`src/rtl/frame_align_pkg.sv`:
```
`timescale 1ns/1ps
package frame_align_pkg;

    typedef enum logic [1:0] {
        ST_SLEEP  = 2'd0,
        ST_SEARCH = 2'd1,
        ST_AMBIG  = 2'd2,
        ST_LOCKED = 2'd3
    } align_state_e;

endpackage

```
`src/rtl/frame_phase_scan.sv`:
```
`timescale 1ns/1ps
// Tracks a per-phase run length of frames that showed a rising transition.
module frame_phase_scan #(
    parameter  int FRAME_BITS  = 12,
    parameter  int QUAL_FRAMES = 8,
    localparam int PW          = $clog2(FRAME_BITS),
    localparam int CW          = $clog2(QUAL_FRAMES + 1)
) (
    input  logic                  clk,
    input  logic                  rst_n,
    input  logic                  clear_i,
    input  logic                  din_i,
    output logic [PW-1:0]         phase_o,
    output logic                  edge_o,
    output logic [FRAME_BITS-1:0] qual_o
);

    logic          prev_q;
    logic [PW-1:0] ph_q;
    logic          edge_w;

    assign edge_w  = !prev_q && din_i;
    assign edge_o  = edge_w;
    assign phase_o = ph_q;

    always_ff @(posedge clk or negedge rst_n) begin
        if (!rst_n) begin
            prev_q <= 1'b1;
            ph_q   <= '0;
        end else begin
            prev_q <= din_i;
            if (clear_i || ph_q == PW'(FRAME_BITS - 1)) begin
                ph_q <= '0;
            end else begin
                ph_q <= ph_q + 1'b1;
            end
        end
    end

    for (genvar g = 0; g < FRAME_BITS; g++) begin : g_phase
        logic [CW-1:0] run_q;

        always_ff @(posedge clk or negedge rst_n) begin
            if (!rst_n) begin
                run_q <= '0;
            end else if (clear_i) begin
                run_q <= '0;
            end else if (ph_q == PW'(g)) begin
                if (!edge_w) begin
                    run_q <= '0;
                end else if (run_q != CW'(QUAL_FRAMES)) begin
                    run_q <= run_q + 1'b1;
                end
            end
        end

        assign qual_o[g] = (run_q == CW'(QUAL_FRAMES));

        // run length saturates at the qualify threshold
        p_run_cap_r2: assert property (@(posedge clk) disable iff (!rst_n)
            run_q <= CW'(QUAL_FRAMES));
    end

    // phase index wraps once per frame
    p_phase_wrap_r2: assert property (@(posedge clk) disable iff (!rst_n)
        (ph_q == PW'(FRAME_BITS - 1) && !clear_i) |=> (ph_q == '0));

    // clearing leaves no qualified phase behind
    p_clear_empties_r9: assert property (@(posedge clk) disable iff (!rst_n)
        clear_i |=> (qual_o == '0));

endmodule

```
`src/rtl/frame_lock_fsm.sv`:
```
`timescale 1ns/1ps
// Decides lock from the qualified-phase set and watches the chosen boundary.
module frame_lock_fsm
    import frame_align_pkg::*;
#(
    parameter  int FRAME_BITS  = 12,
    parameter  int MISS_FRAMES = 4,
    localparam int PW          = $clog2(FRAME_BITS),
    localparam int MW          = $clog2(MISS_FRAMES + 1),
    localparam int NW          = $clog2(FRAME_BITS + 1)
) (
    input  logic                  clk,
    input  logic                  rst_n,
    input  logic                  rx_en_i,
    input  logic                  pd_n_i,
    input  logic [PW-1:0]         phase_i,
    input  logic                  edge_i,
    input  logic [FRAME_BITS-1:0] qual_i,
    output logic                  clear_o,
    output align_state_e          state_o,
    output logic [PW-1:0]         sel_o
);

    align_state_e  state_q, state_d;
    logic [PW-1:0] sel_q;
    logic [MW-1:0] miss_q;
    logic [NW-1:0] n_qual;
    logic [PW-1:0] first_idx;
    logic          sleep_req;
    logic          at_sel;
    logic          miss_last;
    logic          drop_w;

    always_comb begin
        n_qual    = '0;
        first_idx = '0;
        for (int i = FRAME_BITS - 1; i >= 0; i--) begin
            if (qual_i[i]) begin
                n_qual    = n_qual + 1'b1;
                first_idx = PW'(i);
            end
        end
    end

    assign sleep_req = !pd_n_i && !rx_en_i;
    assign at_sel    = (phase_i == sel_q);
    assign miss_last = (miss_q == MW'(MISS_FRAMES - 1));
    assign drop_w    = (state_q == ST_LOCKED) && at_sel && !edge_i && miss_last;

    always_comb begin
        state_d = state_q;
        unique case (state_q)
            ST_SLEEP: begin
                if (pd_n_i) state_d = ST_SEARCH;                  // wake
            end
            ST_SEARCH: begin
                if (n_qual == NW'(1))     state_d = ST_LOCKED;    // single_found
                else if (n_qual > NW'(1)) state_d = ST_AMBIG;     // multi_found
            end
            ST_AMBIG: begin
                if (n_qual == NW'(1))      state_d = ST_LOCKED;   // single_found
                else if (n_qual == NW'(0)) state_d = ST_SEARCH;   // all_lost
            end
            ST_LOCKED: begin
                if (drop_w)               state_d = ST_SEARCH;    // boundary_lost
                else if (n_qual > NW'(1)) state_d = ST_AMBIG;     // multi_found
            end
            default: state_d = ST_SEARCH;
        endcase
        if (sleep_req) state_d = ST_SLEEP;                        // sleep_enter
    end

    // State register
    always_ff @(posedge clk or negedge rst_n) begin
        if (!rst_n) state_q <= ST_SEARCH;
        else        state_q <= state_d;
    end

    // Boundary selection and miss tracking
    always_ff @(posedge clk or negedge rst_n) begin
        if (!rst_n) begin
            sel_q  <= '0;
            miss_q <= '0;
        end else if (state_q != ST_LOCKED) begin
            miss_q <= '0;
            if (state_d == ST_LOCKED) sel_q <= first_idx;
        end else if (at_sel) begin
            if (edge_i || miss_last) miss_q <= '0;
            else                     miss_q <= miss_q + 1'b1;
        end
    end

    assign clear_o = (state_q == ST_SLEEP) || drop_w;
    assign state_o = state_q;
    assign sel_o   = sel_q;

    // the chosen boundary does not move while locked
    p_sel_stable_r3: assert property (@(posedge clk) disable iff (!rst_n)
        (state_q == ST_LOCKED && $past(state_q) == ST_LOCKED) |-> $stable(sel_q));

    // lock is only entered from a single qualified phase
    p_lock_single_r4: assert property (@(posedge clk) disable iff (!rst_n)
        (state_q == ST_LOCKED && $past(state_q) != ST_LOCKED) |-> ($past(n_qual) == NW'(1)));

    // miss count stays below the drop threshold while locked
    p_miss_bound_r10: assert property (@(posedge clk) disable iff (!rst_n)
        (state_q == ST_LOCKED) |-> (miss_q < MW'(MISS_FRAMES)));

    // lock never follows a cycle that requested powerdown
    p_lock_powered_r9: assert property (@(posedge clk) disable iff (!rst_n)
        (state_q == ST_LOCKED) |-> $past(pd_n_i || rx_en_i));

endmodule

```
`src/rtl/frame_word_slicer.sv`:
```
`timescale 1ns/1ps
// Shifts the serial bits and releases a word at the stop-bit phase.
module frame_word_slicer #(
    parameter  int DATA_BITS  = 10,
    parameter  int FRAME_BITS = 12,
    localparam int PW         = $clog2(FRAME_BITS)
) (
    input  logic                 clk,
    input  logic                 rst_n,
    input  logic                 din_i,
    input  logic [PW-1:0]        phase_i,
    input  logic [PW-1:0]        sel_i,
    input  logic                 locked_i,
    output logic [DATA_BITS-1:0] word_o,
    output logic                 stb_o
);

    logic [DATA_BITS-1:0] sr_q;
    logic [DATA_BITS-1:0] ordered;
    logic [PW-1:0]        stop_phase;
    logic                 capture;

    // Oldest bit in the shifter is data bit 0
    for (genvar i = 0; i < DATA_BITS; i++) begin : g_order
        assign ordered[i] = sr_q[DATA_BITS-1-i];
    end

    assign stop_phase = (sel_i == '0) ? PW'(FRAME_BITS - 1) : sel_i - 1'b1;
    assign capture    = locked_i && (phase_i == stop_phase);

    always_ff @(posedge clk or negedge rst_n) begin
        if (!rst_n) begin
            sr_q   <= '0;
            word_o <= '0;
            stb_o  <= 1'b0;
        end else begin
            sr_q  <= {sr_q[DATA_BITS-2:0], din_i};
            stb_o <= capture;
            if (capture) word_o <= ordered;
        end
    end

    // a strobe lasts exactly one clock
    p_strobe_single_r6: assert property (@(posedge clk) disable iff (!rst_n)
        stb_o |=> !stb_o);

endmodule

```
`src/rtl/frame_aligner.sv`:
```
`timescale 1ns/1ps
module frame_aligner
    import frame_align_pkg::*;
#(
    parameter  int DATA_BITS   = 10,
    parameter  int QUAL_FRAMES = 8,
    parameter  int MISS_FRAMES = 4,
    localparam int FRAME_BITS  = DATA_BITS + 2,
    localparam int PW          = $clog2(FRAME_BITS)
) (
    input  logic                 clk,
    input  logic                 rst_n,
    input  logic                 ser_din,
    input  logic                 rx_en,
    input  logic                 pd_n,
    output logic [DATA_BITS-1:0] word_o,
    output logic                 word_stb_o,
    output logic                 lock_n_o,
    output logic                 out_en_o
);

    logic [PW-1:0]         phase;
    logic                  edge_seen;
    logic [FRAME_BITS-1:0] qual;
    logic                  clear;
    align_state_e          state;
    logic [PW-1:0]         sel;
    logic                  locked;

    frame_phase_scan #(
        .FRAME_BITS (FRAME_BITS),
        .QUAL_FRAMES(QUAL_FRAMES)
    ) u_scan (
        .clk    (clk),
        .rst_n  (rst_n),
        .clear_i(clear),
        .din_i  (ser_din),
        .phase_o(phase),
        .edge_o (edge_seen),
        .qual_o (qual)
    );

    frame_lock_fsm #(
        .FRAME_BITS (FRAME_BITS),
        .MISS_FRAMES(MISS_FRAMES)
    ) u_fsm (
        .clk     (clk),
        .rst_n   (rst_n),
        .rx_en_i (rx_en),
        .pd_n_i  (pd_n),
        .phase_i (phase),
        .edge_i  (edge_seen),
        .qual_i  (qual),
        .clear_o (clear),
        .state_o (state),
        .sel_o   (sel)
    );

    frame_word_slicer #(
        .DATA_BITS (DATA_BITS),
        .FRAME_BITS(FRAME_BITS)
    ) u_slice (
        .clk     (clk),
        .rst_n   (rst_n),
        .din_i   (ser_din),
        .phase_i (phase),
        .sel_i   (sel),
        .locked_i(locked),
        .word_o  (word_o),
        .stb_o   (word_stb_o)
    );

    assign locked   = (state == ST_LOCKED);
    assign lock_n_o = !locked;
    assign out_en_o = rx_en && (state != ST_SLEEP);

    // strobes only follow a locked cycle
    p_stb_needs_lock_r6: assert property (@(posedge clk) disable iff (!rst_n)
        word_stb_o |-> $past(!lock_n_o));

endmodule

```
`config.mk`:
```
export PLATFORM = sky130hd
export DESIGN_NAME = frame_aligner
export DESIGN_NICKNAME = d
export VERILOG_FILES = /design/src/rtl/frame_align_pkg.sv /design/src/rtl/frame_phase_scan.sv /design/src/rtl/frame_lock_fsm.sv /design/src/rtl/frame_word_slicer.sv /design/src/rtl/frame_aligner.sv
export SDC_FILE = /design/constraint.sdc
export NUM_CORES = 1
export LEC_CHECK = 0
export BUFFER_PORTS_ARGS = -buffer_cell sky130_fd_sc_hd__buf_4
export CORE_UTILIZATION = 60
export DETAILED_ROUTE_END_ITERATION = 10
export GPL_TIMING_DRIVEN = 0
export PLACE_DENSITY_LB_ADDON = 0.05
export SYNTH_ARGS = -nofsm -noshare
export SYNTH_HDL_FRONTEND = slang
export SYNTH_SLANG_ARGS = --single-unit
```
`constraint.sdc`:
```
create_clock -name clk -period 9.3 [get_ports clk]
set_input_delay 1.86 -clock clk [delete_from_list [all_inputs] [get_ports clk]]
set_output_delay 1.86 -clock clk [all_outputs]
set_load 0.01 [all_outputs]
```
==> flow_summary_export.csv <==
group,metric,value,unit
run_status,run_status,"finished, final reports clean",
die,row_count,35,
critical_path,reg2reg_from,"u_scan.g_phase[10].run_q[0]$_DFFE_PN0P_",
cells_and_area,nets,718,
logic_synthesis,ys_seq_elements,83,
cells_and_area,areaGrowthSynthToFinish,8.56,%
pwr,vdd_ir_drop_max,92.1,uV
min_path,hold_path_depth,0,
sta,worst_max_slew_pin_slew,1.03,ns
critical_path,category_of_the_worst_setup_path_capture_point,"flop",
sta,setup-tns-final,0,ns
critical_path,endpoint,"u_fsm.sel_o[2]$_DFFE_PN0P_",
die,start_util,61.8,%
cts,clock_sinks,83,
critical_path,critPathMostFrequentCell,"ha_1",
routing,route.detailed.wl_per_inst,15.0,um
logic_synthesis,syn_inst,640,
cts,clock_tree_root_buffer_cell,"clkbuf_8",
sta,post-route-period-util,84.7,%
cts,cts_resized,0,
cts,clock_tree_from_tritoncts,"done",
cts,clk-insertion-delay-late,0.36,ns
routing,remaining_drc_errors,0,
routing,postRouteAntennaNets,0,
sta,hold-worst-slack,0.385,ns
critical_path,crit_type,"reg -> reg",
logic_synthesis,syn_avg_cell_area,8.93,um^2
die,floorplan.die.width,99.6,um
cts,ctsHoldBuffers,0,
sta,rsz0062_at_grt,"false",
cells_and_area,footprint_of_the_flip_flops_and_latches,0.00208,mm^2
cts,clock_transition_time_at_the_flip_flop_clock_pins_of_the_worst_setup_and_hold_paths,0.10,ns
logic_synthesis,synth-seq-area-share,36.4,%
global_route,globalRoute.totalOverflow,0,
critical_path,worst_ep_arrival_time,8.13,ns
critical_path,crit_fanout,7,
pwr,leakagePower,0.00288,uW
cts,clock_tree.buffer_depth,2,
critical_path,timing.critical_path.slowest_cell_delay,0.54,ns
sta,fmaxAchievable,127,MHz
routing,detailed_router_s_first_iteration_violation_count,179,
global_route,grt_max_degree,84,
job,drv.max_cap_violation_count,0,
die,die-height,99.6,um
place,placed_cells_incl_taps,786,
place,final_estimated_routing_congestion_in_global_placement,0.908,
routing,detail_route.vias_per_cell,5.64,
critical_path,cpMaxStageDelayCell,"mux4_2",
sta,timing_max_transition_violations_final,0,
die,core_region_area,0.00924,mm^2
cts,post-cts-setup-buffer-count,0,
routing,num_vias,4523,
sta,final.setup_skew,0.00954,ns
cts,h-tree-depth,3,
cells_and_area,final_core_util,67.1,%
sta,worst_slew_slack_as_a_fraction_of_its_limit,31.5,%
critical_path,startpoint_type,"flop",
critical_path,crit_path_start,"u_scan.g_phase[10].run_q[0]$_DFFE_PN0P_",
logic_synthesis,synthDistinctLibCells,61,
cells_and_area,fillCellCount,743,
place,dp.final_hpwl,8750,um
critical_path,r2r_cells,31,
logic_synthesis,synth_edf_count,0,
sta,timing_hold_violations_final,0,
critical_path,cp.required,9.55,ns
critical_path,rrSetupSlack,1.42,ns
place,dp_worst_setup_slack,1.55,ns
pwr,pwr_per_cell_area,153,mW/mm^2
cells_and_area,post_layout_nonfiller_instances,802,
cells_and_area,diodes,0,
logic_synthesis,mappedNetlistArea,0.00571,mm^2
logic_synthesis,synth-warning-count,0,
cts,numCtsBuffers,9,
die,ports_placed_on_the_boundary,18,
logic_synthesis,synth-main-ff-cell,"dfrtp_1",
cells_and_area,drive_gt1_share,10.1,%
sta,setup_viol,0,
routing,first_pass_iters,5,
place,numPortBuffers,17,
global_route,antenna_found_initial,0,
logic_synthesis,synthArstFlopShare,100,%
die,floorplan_die_area,0.00992,mm^2
critical_path,crit-reg2reg-capture,"u_fsm.sel_o[2]$_DFFE_PN0P_",
global_route,wire_length_of_the_first_global_routing_pass,20700,um
global_route,first_global_vias,4459,
min_path,hold_path_class,"reg -> reg",
cells_and_area,area_of_the_multi_input_gates,0.00339,mm^2
sta,setup_ws,1.42,ns
global_route,globalRouteTotalUtil,26.1,%
sta,post-route-min-period,7.88,ns
routing,wirelength,12000,um
logic_synthesis,synth.net_count,690,
-- flip-flops by register name, indices dropped and copies added, names as in the netlist --
name	count
u_scan.prev_q	1
u_fsm.miss_q	3
u_scan.g_phase.run_q	48
u_slice.sr_q	10
u_fsm.state_o	2
u_fsm.sel_o	4
u_scan.phase_o	4
u_slice.stb_o	1
u_slice.word_o	10
-- cells by family (layout without fill, tap and decap cells) --
group,Yosys count,count (layout),synth area share (%)
flops,83,83,36.4
compound gates,125,125,13.9
mux,15,15,3.00
simple gates,250,250,21.4
xor+xnor,60,60,11.1
fa+ha+maj,45,45,9.85
buf+inv,62,95,4.34
-- critical path, delay by kind of cell (launching register included) --
kind	cells	cell delay (ns)
simple gates	7	1.55
buf+inv	2	0.18
xor+xnor	5	1.29
mux	4	1.37
flops	1	0.43
fa+ha+maj	6	1.62
compound gates	7	1.35
-- stage by stage --
stage,cell area [um^2],power [uW]
global route,6200,1000
CTS,6200,954
detailed placement,6000,688
finish,6200,946
floorplan,5710,587
global placement,6000,677
-- worst min path at each step --
stage | from | endpoint
2_1_floorplan | u_slice.sr_q[0]$_DFF_PN0_ | u_slice.sr_q[1]$_DFF_PN0_
6_report | u_slice.sr_q[2]$_DFF_PN0_ | u_slice.sr_q[3]$_DFF_PN0_
3_5_place_dp | u_slice.sr_q[0]$_DFF_PN0_ | u_slice.sr_q[1]$_DFF_PN0_
4_1_cts | u_slice.sr_q[1]$_DFF_PN0_ | u_slice.sr_q[2]$_DFF_PN0_
3_3_place_gp | u_slice.sr_q[2]$_DFF_PN0_ | u_slice.sr_q[3]$_DFF_PN0_
5_1_grt | u_slice.sr_q[1]$_DFF_PN0_ | u_slice.sr_q[2]$_DFF_PN0_
-- layout make-up --
type                    count  share of cell area (%)
multi-input cells         495                    54.6
flip-flops and latches     83                    33.5
well taps                 129                    2.60
inverters                  41                    2.48
repair buffers             17                    2.06
clock buffers               9                    2.00
plain buffers              21                    1.51
clock inverters             7                    1.23
-- per-layer routing --
layer	GRT usage [%]	vias to the layer above	routed length, um
li1	-	2268	-
met1	34.8	2141	5650
met2	43.8	92	5670
met3	4.29	22	442
met4	7.81	0	268
met5	0	-	0
-- report_power, final --
part / total (uW) / switching (uW) / internal [uW]
Combinational: 243 / 154 / 89.1
Clock: 267 / 160 / 107
Sequential: 436 / 33.3 / 403
Total: 946 / 347 / 599
-- cells in the final DEF (no fill, tap or decap), types with 5 or more instances in the layout --
master,Yosys,routed
mux2_2,7,7
ha_1,45,45
o31ai_1,5,5
a22o_1,9,9
clkbuf_1,15,15
nor4_1,5,5
nor2_1,41,41
a21oi_1,13,13
clkbuf_8,0,9
nor3_1,11,11
nand3_1,29,29
nand2_1,105,105
nand3b_1,10,10
inv_1,40,40
nor2b_1,6,6
mux2i_1,7,7
buf_4,1,18
o21ai_0,63,63
and3_1,10,10
xor2_1,24,24
and3b_1,9,9
xnor2_1,28,28
dfrtp_1,81,81
a31oi_1,16,16
-- Yosys cell counts, types with 2 or more instances --
cell type / count / area share (%)
a21oi_1: 13 / 1.1
a22o_1: 9 / 1.4
a31oi_1: 16 / 1.8
and2_0: 2 / 0.22
and2_1: 4 / 0.44
and3_1: 10 / 1.1
and3b_1: 9 / 1.4
buf_2: 2 / 0.18
clkbuf_1: 15 / 0.99
dfrtp_1: 81 / 35
dfstp_2: 2 / 0.92
ha_1: 45 / 9.9
inv_1: 40 / 2.6
mux2_2: 7 / 1.4
mux2i_1: 7 / 1.2
nand2_1: 105 / 6.9
nand2b_1: 3 / 0.33
nand3_1: 29 / 2.5
nand3b_1: 10 / 1.3
nand4_1: 2 / 0.22
nand4b_1: 4 / 0.61
nor2_1: 41 / 2.7
nor2b_1: 6 / 0.66
nor3_1: 11 / 0.96
nor4_1: 5 / 0.55
o211ai_1: 4 / 0.53
o21ai_0: 63 / 5.5
o311ai_0: 2 / 0.31
o31ai_1: 5 / 0.66
or2_2: 3 / 0.33
xnor2_1: 28 / 4.3
xnor2_2: 3 / 0.85
xnor2_4: 3 / 1.4
xor2_1: 24 / 3.7
Power figures use the tool's default switching activity.
